<file path="config.mk">
export PLATFORM = sky130hd
export DESIGN_NAME = dcmp_timer
export DESIGN_NICKNAME = d
export VERILOG_FILES = /design/src/rtl/dcmp_pkg.sv /design/src/rtl/dcmp_edge_det.sv /design/src/rtl/dcmp_core.sv /design/src/rtl/dcmp_timer.sv
export SDC_FILE = /design/constraint.sdc
export NUM_CORES = 1
export LEC_CHECK = 0
export BUFFER_PORTS_ARGS = -buffer_cell sky130_fd_sc_hd__buf_2
export CAP_MARGIN = 20
export CORE_ASPECT_RATIO = 2
export CORE_MARGIN = 10
export CORE_UTILIZATION = 55
export DETAILED_ROUTE_END_ITERATION = 10
export PLACE_DENSITY = 0.78
export SLEW_MARGIN = 20
export SYNTH_ARGS = -nofsm -noshare
export SYNTH_HDL_FRONTEND = slang
export SYNTH_SLANG_ARGS = --single-unit
</file>
<file path="constraint.sdc">
create_clock -name clk -period 3.95 [get_ports clk]
set_input_delay 0.5925 -clock clk [delete_from_list [all_inputs] [get_ports clk]]
set_output_delay 0.5925 -clock clk [all_outputs]
set_load 0.01 [all_outputs]
</file>
<file path="src/rtl/dcmp_pkg.sv">
package dcmp_pkg;

    localparam int unsigned ADDR_W = 3;

    localparam logic [ADDR_W-1:0] ADR_CTRL  = 3'd0;
    localparam logic [ADDR_W-1:0] ADR_CLK   = 3'd1;
    localparam logic [ADDR_W-1:0] ADR_CMPA  = 3'd2;
    localparam logic [ADDR_W-1:0] ADR_CMPB  = 3'd3;
    localparam logic [ADDR_W-1:0] ADR_ACTA  = 3'd4;
    localparam logic [ADDR_W-1:0] ADR_ACTB  = 3'd5;
    localparam logic [ADDR_W-1:0] ADR_STAT  = 3'd6;
    localparam logic [ADDR_W-1:0] ADR_COUNT = 3'd7;

    // per-compare action byte, bit 3 down to bit 0
    typedef struct packed {
        logic once;
        logic flip;
        logic irq;
        logic clr;
    } act_mask_t;

    typedef enum logic {
        SEL_A = 1'b0,
        SEL_B = 1'b1
    } cmp_sel_e;

endpackage

</file>
<file path="src/rtl/dcmp_edge_det.sv">
module dcmp_edge_det #(
    parameter int unsigned STAGES = 2
) (
    input  logic clk,
    input  logic rst_n,
    input  logic async_i,
    input  logic fall_i,
    output logic edge_o
);

    typedef struct packed {
        logic [STAGES-1:0] sync;
        logic              prev;
    } edge_st_t;

    edge_st_t st_q, st_d;
    logic     cur;

    always_comb begin
        st_d      = st_q;
        st_d.sync = {st_q.sync[STAGES-2:0], async_i};
        cur       = st_q.sync[STAGES-1];
        st_d.prev = cur;
        edge_o    = fall_i ? (st_q.prev & ~cur) : (~st_q.prev & cur);
    end

    always_ff @(posedge clk or negedge rst_n) begin
        if (!rst_n) st_q <= '0;
        else        st_q <= st_d;
    end

endmodule

</file>
<file path="src/rtl/dcmp_core.sv">
module dcmp_core
    import dcmp_pkg::*;
#(
    parameter int unsigned CNT_W = 8
) (
    input  logic             clk,
    input  logic             rst_n,
    input  logic             run_i,
    input  logic             tick_i,
    input  logic             idle_lvl_i,
    input  logic [CNT_W-1:0] cmp_a_i,
    input  logic [CNT_W-1:0] cmp_b_i,
    input  act_mask_t        act_a_i,
    input  act_mask_t        act_b_i,
    output logic [CNT_W-1:0] cnt_o,
    output logic             wave_o,
    output logic             hit_a_o,
    output logic             hit_b_o
);

    typedef struct packed {
        logic [CNT_W-1:0] cnt;
        cmp_sel_e         sel;
        logic             used_a;
        logic             used_b;
        logic             wave;
    } core_st_t;

    core_st_t         st_q, st_d;
    logic             live_a, live_b, cur_live, hit;
    logic [CNT_W-1:0] cur_cmp;
    act_mask_t        cur_act;

    always_comb begin
        st_d     = st_q;
        live_a   = !(act_a_i.once && st_q.used_a);
        live_b   = !(act_b_i.once && st_q.used_b);
        cur_cmp  = (st_q.sel == SEL_B) ? cmp_b_i : cmp_a_i;
        cur_act  = (st_q.sel == SEL_B) ? act_b_i : act_a_i;
        cur_live = (st_q.sel == SEL_B) ? live_b  : live_a;
        hit      = run_i && tick_i && cur_live && (st_q.cnt == cur_cmp);

        if (!run_i) begin
            st_d.cnt    = '0;
            st_d.sel    = SEL_A;
            st_d.used_a = 1'b0;
            st_d.used_b = 1'b0;
            st_d.wave   = idle_lvl_i;
        end else if (tick_i) begin
            st_d.cnt = st_q.cnt + 1'b1;
            if (hit) begin
                if (cur_act.clr)  st_d.cnt  = '0;
                if (cur_act.flip) st_d.wave = ~st_q.wave;
                if (st_q.sel == SEL_A) begin
                    st_d.used_a = 1'b1;
                    st_d.sel    = live_b ? SEL_B : SEL_A;
                end else begin
                    st_d.used_b = 1'b1;
                    st_d.sel    = live_a ? SEL_A : SEL_B;
                end
            end
        end
    end

    always_ff @(posedge clk or negedge rst_n) begin
        if (!rst_n) st_q <= '0;
        else        st_q <= st_d;
    end

    assign cnt_o   = st_q.cnt;
    assign wave_o  = st_q.wave;
    assign hit_a_o = hit && (st_q.sel == SEL_A);
    assign hit_b_o = hit && (st_q.sel == SEL_B);

endmodule

</file>
<file path="src/rtl/dcmp_timer.sv">
module dcmp_timer
    import dcmp_pkg::*;
#(
    parameter int unsigned CNT_W       = 8,
    parameter int unsigned SYNC_STAGES = 2
) (
    input  logic              clk,
    input  logic              rst_n,
    input  logic              wr_en_i,
    input  logic              rd_en_i,
    input  logic [ADDR_W-1:0] addr_i,
    input  logic [CNT_W-1:0]  wdata_i,
    output logic [CNT_W-1:0]  rdata_o,
    input  logic              tick_i,
    input  logic              ext_in_i,
    output logic              wave_o,
    output logic              irq_o
);

    localparam int unsigned DW = CNT_W;

    typedef struct packed {
        logic            run;
        logic            idle_lvl;
        logic            edge_en;
        logic            ext_sel;
        logic            fall_sel;
        logic [DW-1:0]   cmp_a;
        logic [DW-1:0]   cmp_b;
        act_mask_t       act_a;
        act_mask_t       act_b;
        logic            flg_a;
        logic            flg_b;
        logic            flg_edge;
    } regs_st_t;

    regs_st_t         regs_q, regs_d;
    logic             ext_edge_w, tick_w, hit_a_w, hit_b_w;
    logic             run_w, idle_w, flg_a_w, flg_b_w, flg_edge_w;
    logic [CNT_W-1:0] cnt_w;

    dcmp_edge_det #(.STAGES(SYNC_STAGES)) u_edge (
        .clk     (clk),
        .rst_n   (rst_n),
        .async_i (ext_in_i),
        .fall_i  (regs_q.fall_sel),
        .edge_o  (ext_edge_w)
    );

    assign tick_w = regs_q.ext_sel ? ext_edge_w : tick_i;

    dcmp_core #(.CNT_W(CNT_W)) u_core (
        .clk        (clk),
        .rst_n      (rst_n),
        .run_i      (regs_q.run),
        .tick_i     (tick_w),
        .idle_lvl_i (regs_q.idle_lvl),
        .cmp_a_i    (regs_q.cmp_a),
        .cmp_b_i    (regs_q.cmp_b),
        .act_a_i    (regs_q.act_a),
        .act_b_i    (regs_q.act_b),
        .cnt_o      (cnt_w),
        .wave_o     (wave_o),
        .hit_a_o    (hit_a_w),
        .hit_b_o    (hit_b_w)
    );

    always_comb begin
        regs_d = regs_q;
        if (wr_en_i) begin
            case (addr_i)
                ADR_CTRL: begin
                    regs_d.run      = wdata_i[0];
                    regs_d.idle_lvl = wdata_i[1];
                    regs_d.edge_en  = wdata_i[2];
                end
                ADR_CLK: begin
                    regs_d.ext_sel  = wdata_i[0];
                    regs_d.fall_sel = wdata_i[1];
                end
                ADR_CMPA: regs_d.cmp_a = wdata_i;
                ADR_CMPB: regs_d.cmp_b = wdata_i;
                ADR_ACTA: regs_d.act_a = act_mask_t'(wdata_i[3:0]);
                ADR_ACTB: regs_d.act_b = act_mask_t'(wdata_i[3:0]);
                default: ;
            endcase
        end
        // clear on read first, so an event in the same cycle wins
        if (rd_en_i && addr_i == ADR_STAT) begin
            regs_d.flg_a    = 1'b0;
            regs_d.flg_b    = 1'b0;
            regs_d.flg_edge = 1'b0;
        end
        if (hit_a_w) regs_d.flg_a = 1'b1;
        if (hit_b_w) regs_d.flg_b = 1'b1;
        if (ext_edge_w && regs_q.edge_en && !regs_q.run) regs_d.flg_edge = 1'b1;
    end

    always_ff @(posedge clk or negedge rst_n) begin
        if (!rst_n) regs_q <= '0;
        else        regs_q <= regs_d;
    end

    always_comb begin
        rdata_o = '0;
        case (addr_i)
            ADR_CTRL:  begin
                rdata_o[0] = regs_q.run;
                rdata_o[1] = regs_q.idle_lvl;
                rdata_o[2] = regs_q.edge_en;
            end
            ADR_CLK:   begin
                rdata_o[0] = regs_q.ext_sel;
                rdata_o[1] = regs_q.fall_sel;
            end
            ADR_CMPA:  rdata_o = regs_q.cmp_a;
            ADR_CMPB:  rdata_o = regs_q.cmp_b;
            ADR_ACTA:  rdata_o[3:0] = regs_q.act_a;
            ADR_ACTB:  rdata_o[3:0] = regs_q.act_b;
            ADR_STAT:  begin
                rdata_o[0] = regs_q.run;
                rdata_o[1] = regs_q.flg_a;
                rdata_o[2] = regs_q.flg_b;
                rdata_o[3] = regs_q.flg_edge;
            end
            ADR_COUNT: rdata_o = cnt_w;
            default: ;
        endcase
    end

    assign irq_o = (regs_q.flg_a && regs_q.act_a.irq)
                 || (regs_q.flg_b && regs_q.act_b.irq)
                 || regs_q.flg_edge;

    assign run_w      = regs_q.run;
    assign idle_w     = regs_q.idle_lvl;
    assign flg_a_w    = regs_q.flg_a;
    assign flg_b_w    = regs_q.flg_b;
    assign flg_edge_w = regs_q.flg_edge;

endmodule

</file>
==> flow_summary.yaml, run 1 <==
outcome:
  outcome: "completed"
clock_tree:
  holdBufCountCts: 0
  clockBufferDepth: 2
  cts.clk_slew.worst_paths_ns: 0.07
  insertion_delay_ns: 0.30
  clockRootBuffer: "clkbuf_8"
  post_cts_resized: 0
  cts_max_level: 2
  cts_tree: "done"
  clock_sinks: 47
  cts_inserted_buffers: 5
  cts_setup_buffers: 0
timing:
  finalHoldViolCount: 0
  slew_headroom_pct: 31.8
  worstMarginPinSlew_ns: 1.01
  maxSlewViolCount: 0
  whs_ns: 0.288
  fin_ws_ns: 1.52
  min_period_over_period_pct: 61.5
  max_freq_ghz: 0.412
  worst_clock_skew_ns: 0.00691
  final-setup-viol-count: 0
  fin_tns_setup_ns: 0
  rsz0062_at_grt: "false"
  period_needed_ns: 2.43
synth:
  netlist_area_um2: 2590
  synth_area_leaders: "dfrtp_1 45%, mux2_2 13%, mux2i_1 5.8%"
  synth.most_common_cell: "dfrtp_1"
  syn_inst: 222
  synth_nets: 240
  yosysTopAreaCellShare_pct: 45.5
  synthArstFlopShare_pct: 100
  yosys-top-cells-count: "47 x dfrtp_1, 29 x mux2_2, 15 x mux2i_1"
  synth_edf_count: 0
  syn_avg_cell_area_um2: 11.7
  seq_area_frac_synth_pct: 45.5
  synth_cell_type_count: 44
  synth_ff_type: "dfrtp_1"
  yosys.area.top_type: "dfrtp_1"
  yosys_warnings: 0
  synth_seq_cells: 47
critical_path:
  crit_chain: "buf_2 -> nor2b_1 -> a221oi_1 -> o22ai_1 -> buf_2"
  crit_required_ns: 3.36
  crit_path_top_delay_cell: "buf_2"
  worstSetupEndpoint: "rdata_o[3]"
  crit_type: "in -> out"
  worst-path-max-fanout: 21
  end_kind: "primary output"
  cp-startpoint: "addr_i[2]"
  crit_top_cell: "buf_2"
  r2r_start: "u_core.st_q[3]"
  ff2ff_path_depth: 5
  cpPeakStageDelay_ns: 0.37
  critPathArrivalTime_ns: 1.84
  startpoint_type: "input pin"
  r2r_slack_ns: 1.59
  timing.rr.end: "u_core.cnt_o[1]"
detailed_routing:
  routed-via-count: 1882
  viasPerCell: 6.36
  wl_per_cell_um: 20.6
  drt_iter0_drc: 69
  wirelength_mm: 6.09
  drtAntennaViolNets: 0
  remaining_drc_errors: 0
  firstDrtPassIters: 5
pwr:
  leakage_nw: 1.22
  intPower_uw: 861
  comb_power_share_pct: 26.2
  vdd_drop_max_mv: 0.370
  power_frac_clock_pct: 20.7
  swShare_pct: 32.6
  seqPwrFrac_pct: 53.2
  power_switching_uw: 417
  p_per_area_nw_per_um2: 458
  power_mw: 1.28
floorplan:
  start_util_pct: 56.3
  core_area_um2: 4600
  die_y_um: 117
  die_area_um2: 8010
  num_io_pins: 27
  die_w_um: 68.5
  rows: 35
placed_design:
  portBuffers: 26
  place_ws_ns: 1.54
  place_congestion: 0.859
  dpl.hpwl_mm: 4.62
hold_path:
  hp-class: "in -> async"
global_routing:
  grt_antenna_before_repair: 0
  grt_pass1_vias: 1941
  overflow: 0
  grtUsageTotal_pct: 16.1
  grt_pass1_wl_mm: 9.65
  grt_max_degree: 48
layout:
  finalNetCount: 260
  final_core_util_pct: 60.7
  n_antenna_cell: 0
  area_growth_pct: 7.93
  drive_gt1_share_pct: 29.5
run:
  drv_cap: 0
## per-stage QoR
stage / cell area [µm²] / std cells
CTS: 2790 / 296
finish: 2790 / 296
detailed placement: 2720 / 290
floorplan: 2590 / 222
global route: 2790 / 296
global placement: 2720 / 290
## layout make-up
type,count,area [µm²]
Clock buffer,6,72.6
Fill cell,410,1810
Multi-Input combinational cell,157,1320
Inverter,4,15.0
Sequential cell,47,1180
Timing Repair Buffer,27,140
Tap cell,55,68.8
## worst min-delay path by stage
stage	end	from	slack, ns	cells past startpoint
after floorplan	flg_a_w	rst_n	0.30	0
after global placement	u_edge.cur	u_edge.st_d[2]	0.34	0
after detailed placement	u_edge.cur	u_edge.st_d[2]	0.35	0
after CTS	u_edge.cur	u_edge.st_d[2]	0.36	0
after global routing	u_edge.st_d[2]	rst_n	0.33	1
final	u_edge.st_d[2]	rst_n	0.29	1
## routing by layer
metal | wire (µm) | vias up | share of wire, % | track usage, %
met5 | 0 | - | 0 | 0
met1 | 2030 | 945 | 33 | 15.5
met4 | 207 | 0 | 3.4 | 9.72
met3 | 248 | 17 | 4.1 | 2.86
li1 | - | 869 | - | -
met2 | 3600 | 51 | 59 | 29.6
## layout by cell type, fill, tap and decap left out, types with 4 or more instances in the layout
cell and instances:
inv_1 4, mux2_2 29, mux4_2 4, dfrtp_1 47, nor2b_1 6, o21ai_0 7
clkbuf_8 5, nand2_1 13, a21oi_1 6, nand3_1 5, nand3b_1 6, mux2i_1 15
buf_2 25, and3_1 6, nor2_1 7, xnor2_1 8, a31oi_1 11
## worst max-delay path: cells and delay by family
kind | cells | cell delay [ns]
simple gates | 1 | 0.35
buf+inv | 2 | 0.53
compound gates | 2 | 0.35
## power by group through the flow
stage / clock, mW / combinational (mW) / sequential, mW
4_1_cts: 0.272 / 0.339 / 0.676
5_1_grt: 0.290 / 0.370 / 0.688
3_3_place_gp: 0 / 0.327 / 0.684
3_5_place_dp: 0 / 0.337 / 0.686
2_1_floorplan: 0 / 0.264 / 0.637
6_report: 0.264 / 0.335 / 0.680
## cells by family after synthesis
| family | Yosys count | synth area share, % |
|---|---|---|
| fa+ha+maj | 1 | 0.483 |
| buf+inv | 18 | 3.53 |
| compound gates | 44 | 12.6 |
| simple gates | 56 | 13.3 |
| xor+xnor | 8 | 2.71 |
| mux | 48 | 21.9 |
| flops | 47 | 45.5 |
## registers in the layout, indices dropped and copies added (netlist names)
signal / count
regs_q: 27
u_core.cnt_o: 8
u_core.st_q: 3
flg_a_w: 1
flg_b_w: 1
flg_edge_w: 1
idle_w: 1
run_w: 1
u_core.wave_o: 1
u_edge.cur: 1
u_edge.st_d: 1
u_edge.st_q: 1
(Power assumes the default switching activity.)
==> run 2: changes to the inputs <==
- clock period: 3.95 -> 2.4 ns (I/O delays scaled with it)
==> flow_summary.yaml, run 2 (same netlist as run 1, synthesis figures left out) <==
pwr:
  p_per_area_nw_per_um2: 750
  leakage_nw: 1.26
  power_mw: 2.15
  vdd_drop_max_mv: 0.633
timing:
  fin_ws_ns: 0.269
  slew_headroom_pct: 60.3
  maxSlewViolCount: 0
  min_period_over_period_pct: 88.8
  fin_tns_setup_ns: 0
  worstMarginPinSlew_ns: 0.592
  rsz0062_at_grt: "false"
  period_needed_ns: 2.13
  worst_clock_skew_ns: 0.00818
  whs_ns: -0.0137
  max_freq_ghz: 0.469
  finalHoldViolCount: 18
  final-setup-viol-count: 0
global_routing:
  grt_pass1_vias: 2031
  overflow: 0
  grt_antenna_before_repair: 0
  grtUsageTotal_pct: 17.1
  grt_max_degree: 22
  grt_pass1_wl_mm: 10.3
layout:
  multi_input_area_um2: 1320
  regMostFlops: "regs_q"
  regArea_um2: 1180
  final_core_util_pct: 62.4
  drive_gt1_share_pct: 32.9
  layout_commonest_cell: "dfrtp_1"
  largest_reg_flops: 27
  finalNetCount: 269
  fillers: 402
  final_cell_mix: "46 x dfrtp_1, 29 x mux2_2, 26 x buf_2"
  finalInstanceArea_um2: 2870
  area_growth_pct: 11.0
  n_antenna_cell: 0
  stdcell_count: 307
clock_tree:
  cts_tree: "done"
  insertion_delay_ns: 0.30
  clockRootBuffer: "clkbuf_8"
  clock_sinks: 47
  clockBufferDepth: 2
  cts_max_level: 2
  cts_inserted_buffers: 5
  cts_setup_buffers: 0
  cts.clk_slew.worst_paths_ns: 0.08
critical_path:
  critPathArrivalTime_ns: 2.33
  worst-path-max-fanout: 13
  cpPeakStageDelay_ns: 0.54
  crit_chain: "mux2i_1 -> xnor2_1 -> nor4_4 -> nand4_2 -> a32o_1"
  crit_type: "reg -> reg"
  crit_required_ns: 2.60
  r2r_slack_ns: 0.27
  critPathTopFamily: "simple AND/OR/NAND/NOR gates"
  end_kind: "flop"
  worst-path-buf-inv: 0
  startpoint_type: "flop"
  crit_path_top_delay_cell: "dfrtp_2"
detailed_routing:
  routed-via-count: 1943
  firstDrtPassIters: 4
  drt_iter0_drc: 76
  wirelength_mm: 6.37
  viasPerCell: 6.33
  drtAntennaViolNets: 0
  wl_per_cell_um: 20.7
  remaining_drc_errors: 0
floorplan:
  die_y_um: 117
  num_io_pins: 27
  core_area_um2: 4600
  die_w_um: 68.5
  die_area_um2: 8010
  rows: 35
  start_util_pct: 56.3
placed_design:
  dpl.hpwl_mm: 4.89
  dpl_cell_area_um2: 2790
  place_congestion: 0.917
  place_ws_ns: 0.151
  dp.cells: 299
  portBuffers: 26
outcome:
  outcome: "finished with violations"
  violations: "hold timing"
run:
  drv_cap: 0
hold_path:
  hp-class: "in -> async"
[run 2: metal layers]
| metal | routed length [µm] | global-route usage [%] | part of all wire (%) | vias up |
|---|---|---|---|---|
| met5 | 0 | 0 | 0 | - |
| met4 | 312 | 9.72 | 4.9 | 0 |
| met3 | 324 | 3.43 | 5.1 | 24 |
| met2 | 3560 | 30.6 | 56 | 62 |
| met1 | 2180 | 17.2 | 34 | 968 |
| li1 | - | - | - | 889 |
[run 2: where the power goes]
part / total, mW / internal [mW] / switching, mW
clock network: 0.467 / 0.204 / 0.264
registers: 1.10 / 0.938 / 0.166
logic: 0.584 / 0.299 / 0.285
[run 2: worst reg2reg max path, cell delays in order (launching register included)]
cell,delay [ns]
dfrtp_2,0.54
mux2i_1,0.27
xnor2_1,0.13
nor4_4,0.38
nand4_2,0.34
a32o_1,0.37
[run 2: what timing repair did]
item	CTS	global route
gates resized for setup	0	1
hold buffers	0	0
endpoints found under the setup margin	0	5
[run 2: cell type report]
| class | count | share of cell area (%) |
|---|---|---|
| Multi-Input combinational cell | 157 | 46.0 |
| Sequential cell | 47 | 41.0 |
| Timing Repair Buffer | 36 | 7.15 |
| Clock buffer | 6 | 2.53 |
| Tap cell | 55 | 2.40 |
| Inverter | 4 | 0.523 |
| Clock inverter | 2 | 0.436 |
[run 2: final timing paths]
check,cells past startpoint,endpoint,start
max,5,u_core.cnt_o[7],u_core.st_q[3]
min,1,u_core.cnt_o[0],rst_n
max reg2reg,5,u_core.cnt_o[7],u_core.st_q[3]
min reg2reg,0,u_edge.cur,u_edge.st_d[2]
max in group asynchronous,2,u_core.st_q[3],rst_n
min in group clk,1,u_edge.st_d[2],ext_in_i
==> run 3: changes to the inputs <==
- CELL_PAD_IN_SITES_DETAIL_PLACEMENT: not set -> 0
- CELL_PAD_IN_SITES_GLOBAL_PLACEMENT: not set -> 1
- CORE_UTILIZATION: 55 -> 47
- PLACE_DENSITY: 0.78 -> 0.82
- SYNTH_HIERARCHICAL: not set -> 1
==> flow_summary.yaml, run 3 <==
outcome:
  outcome: "completed"
detailed_routing:
  wl_per_cell_um: 19.2
  top_layer: "met4"
  firstDrtPassIters: 4
  drtAntennaViolNets: 0
  wirelength_mm: 6.36
  dr_wl_met2_mm: 3.62
  routed-via-count: 1976
  drt-met1-wl_mm: 2.39
  viasPerCell: 5.97
  wl_met3_um: 190
  remaining_drc_errors: 0
  drt_iter0_drc: 112
timing:
  worstMarginPinSlew_ns: 0.666
  worst_clock_skew_ns: 0.00311
  fin_tns_setup_ns: 0
  maxSlewViolCount: 0
  finalHoldViolCount: 0
  final-setup-viol-count: 0
  min_period_over_period_pct: 87.2
  rsz0062_at_grt: "false"
  fin_ws_ns: 0.307
  slew_headroom_pct: 55.6
  max_freq_ghz: 0.478
  period_needed_ns: 2.09
clock_tree:
  cts_inserted_buffers: 5
  cts_setup_buffers: 0
  cts_max_level: 2
  insertion_delay_ns: 0.29
  cts.clk_slew.worst_paths_ns: 0.06
  holdBufCountCts: 0
  clockBufferDepth: 2
  clockRootBuffer: "clkbuf_16"
  cts_tree: "done"
  clock_sinks: 47
global_routing:
  grt_max_degree: 35
  grt_pass1_vias: 1943
  grt_antenna_before_repair: 0
  grtUsageTotal_pct: 13.8
  grt_pass1_wl_mm: 10.3
  overflow: 0
synth:
  yosysTopAreaCellShare_pct: 42.5
  synth_edf_count: 0
  netlist_area_um2: 2770
  yosys_warnings: 6
  synth_area_leaders: "dfrtp_1 43%, mux2_2 14%, mux2i_1 6.5%"
  synth_ff_type: "dfrtp_1"
  synthArstFlopShare_pct: 100
  seq_area_frac_synth_pct: 42.5
  synth.most_common_cell: "dfrtp_1"
  yosys.area.top_type: "dfrtp_1"
  syn_avg_cell_area_um2: 11.0
  yosys-top-cells-count: "47 x dfrtp_1, 35 x mux2_2, 18 x mux2i_1"
  syn_inst: 251
  synth_nets: 269
  synth_seq_cells: 47
  synth_cell_type_count: 49
layout:
  final_cell_mix: "46 x dfrtp_1, 35 x mux2_2, 26 x buf_2"
  largest_reg_flops: 27
  stdcell_count: 331
  layout_commonest_cell: "dfrtp_1"
  area_growth_pct: 10.1
  n_antenna_cell: 0
  regMostFlops: "regs_q"
  drive_gt1_share_pct: 32.6
  fillers: 517
  finalNetCount: 287
critical_path:
  worst-path-max-fanout: 10
  critPathArrivalTime_ns: 2.31
  startpoint_type: "flop"
  crit_type: "reg -> reg"
  end_kind: "flop"
  crit_required_ns: 2.61
floorplan:
  die_w_um: 74.2
  rows: 39
  die_area_um2: 9540
  die_y_um: 128
  core_area_um2: 5710
  start_util_pct: 48.4
  num_io_pins: 27
pwr:
  p_per_area_nw_per_um2: 755
  leakage_nw: 1.35
  vdd_drop_max_mv: 0.600
placed_design:
  place_ws_ns: 0.194
  dpl.hpwl_mm: 4.79
  dp.cells: 323
  place_congestion: 0.805
  portBuffers: 26
hold_path:
  hp-class: "in -> async"
run:
  drv_cap: 0
[run 3: cell count changes after synthesis, sizes merged, moves of 5 or more]
cell / previous run / this run
nor2: 7 / 12
nand3: 6 / 13
a31oi: 11 / 2
mux2: 29 / 35
buf: 5 / 19
o21ai: 7 / 14
clkbuf: 9 / 4
[run 3: through the flow]
stage | hold WS (ns) | util (%) | power [mW] | area (µm²)
5_1_grt | 0.152 | 53.3 | 2.41 | 3050
3_5_place_dp | 0.343 | 50.6 | 1.59 | 2890
2_1_floorplan | 0.0644 | - | 1.41 | 2770
6_report | 0.0996 | 53.3 | 2.30 | 3050
3_3_place_gp | 0.341 | 50.6 | 1.58 | 2890
4_1_cts | 0.121 | 53.3 | 2.33 | 3040
[run 3: what timing repair did]
action	in CTS	in global routing
gates resized for setup	0	1
hold endpoints to repair	0	0
endpoints found under the setup margin	0	1
[run 3: critical path: stages (launching register included)]
cell and delay (ns):
dfrtp_2 0.46, buf_4 0.22, mux2i_1 0.24, xnor2_1 0.10, nor3_2 0.27, nand3_2 0.19
or3_1 0.37, a31oi_1 0.15
[run 3: per-layer routing]
| metal | track usage, % | vias up |
|---|---|---|
| met1 | 14.9 | 999 |
| li1 | - | 945 |
| met2 | 24.8 | 24 |
| met5 | 0 | - |
| met3 | 2.46 | 8 |
| met4 | 6.28 | 0 |
[run 3: kinds of logic after synthesis]
group	Yosys count	synth area share (%)
and+or+nand+nor	78	18.6
muxes	53	20.8
DFF	47	42.5
AOI/OAI and AO/OA	40	9.82
buffers and inverters	24	5.34
xor gates and xnor gates	8	2.53
adders and majority gates	1	0.452
[run 3: worst paths after layout]
path | start | endpoint | slack, ns | cells after the start
worst max-delay path | u_core/st_q[3] | u_core/wave_o | 0.31 | 7
max in group asynchronous | rst_n | u_core/cnt_o[2] | 1.70 | 2
worst min-delay path | rst_n | regs_q[4] | 0.1 | 1
worst max register to register | u_core/st_q[3] | u_core/wave_o | 0.31 | 7
min in group clk | ext_in_i | u_edge/st_d[2] | 0.18 | 1
worst min register to register | u_edge/st_d[2] | u_edge/cur | 0.35 | 0
[run 3: cell type report]
class / count / area [µm²] / share of cell area (%)
Inverter: 1 / 3.75 / 0.123
Tap cell: 61 / 76.3 / 2.51
Timing Repair Buffer: 34 / 190 / 6.24
Clock buffer: 8 / 156 / 5.14
Multi-Input combinational cell: 180 / 1440 / 47.3
Sequential cell: 47 / 1180 / 38.7
[run 3: power breakdown]
part	internal [mW]	switching (mW)	leakage (nW)	total [mW]
sequential	0.928	0.123	0.585	1.05
combinational	0.266	0.251	0.685	0.517
clock	0.444	0.288	0.0772	0.731
total	1.64	0.662	1.35	2.30
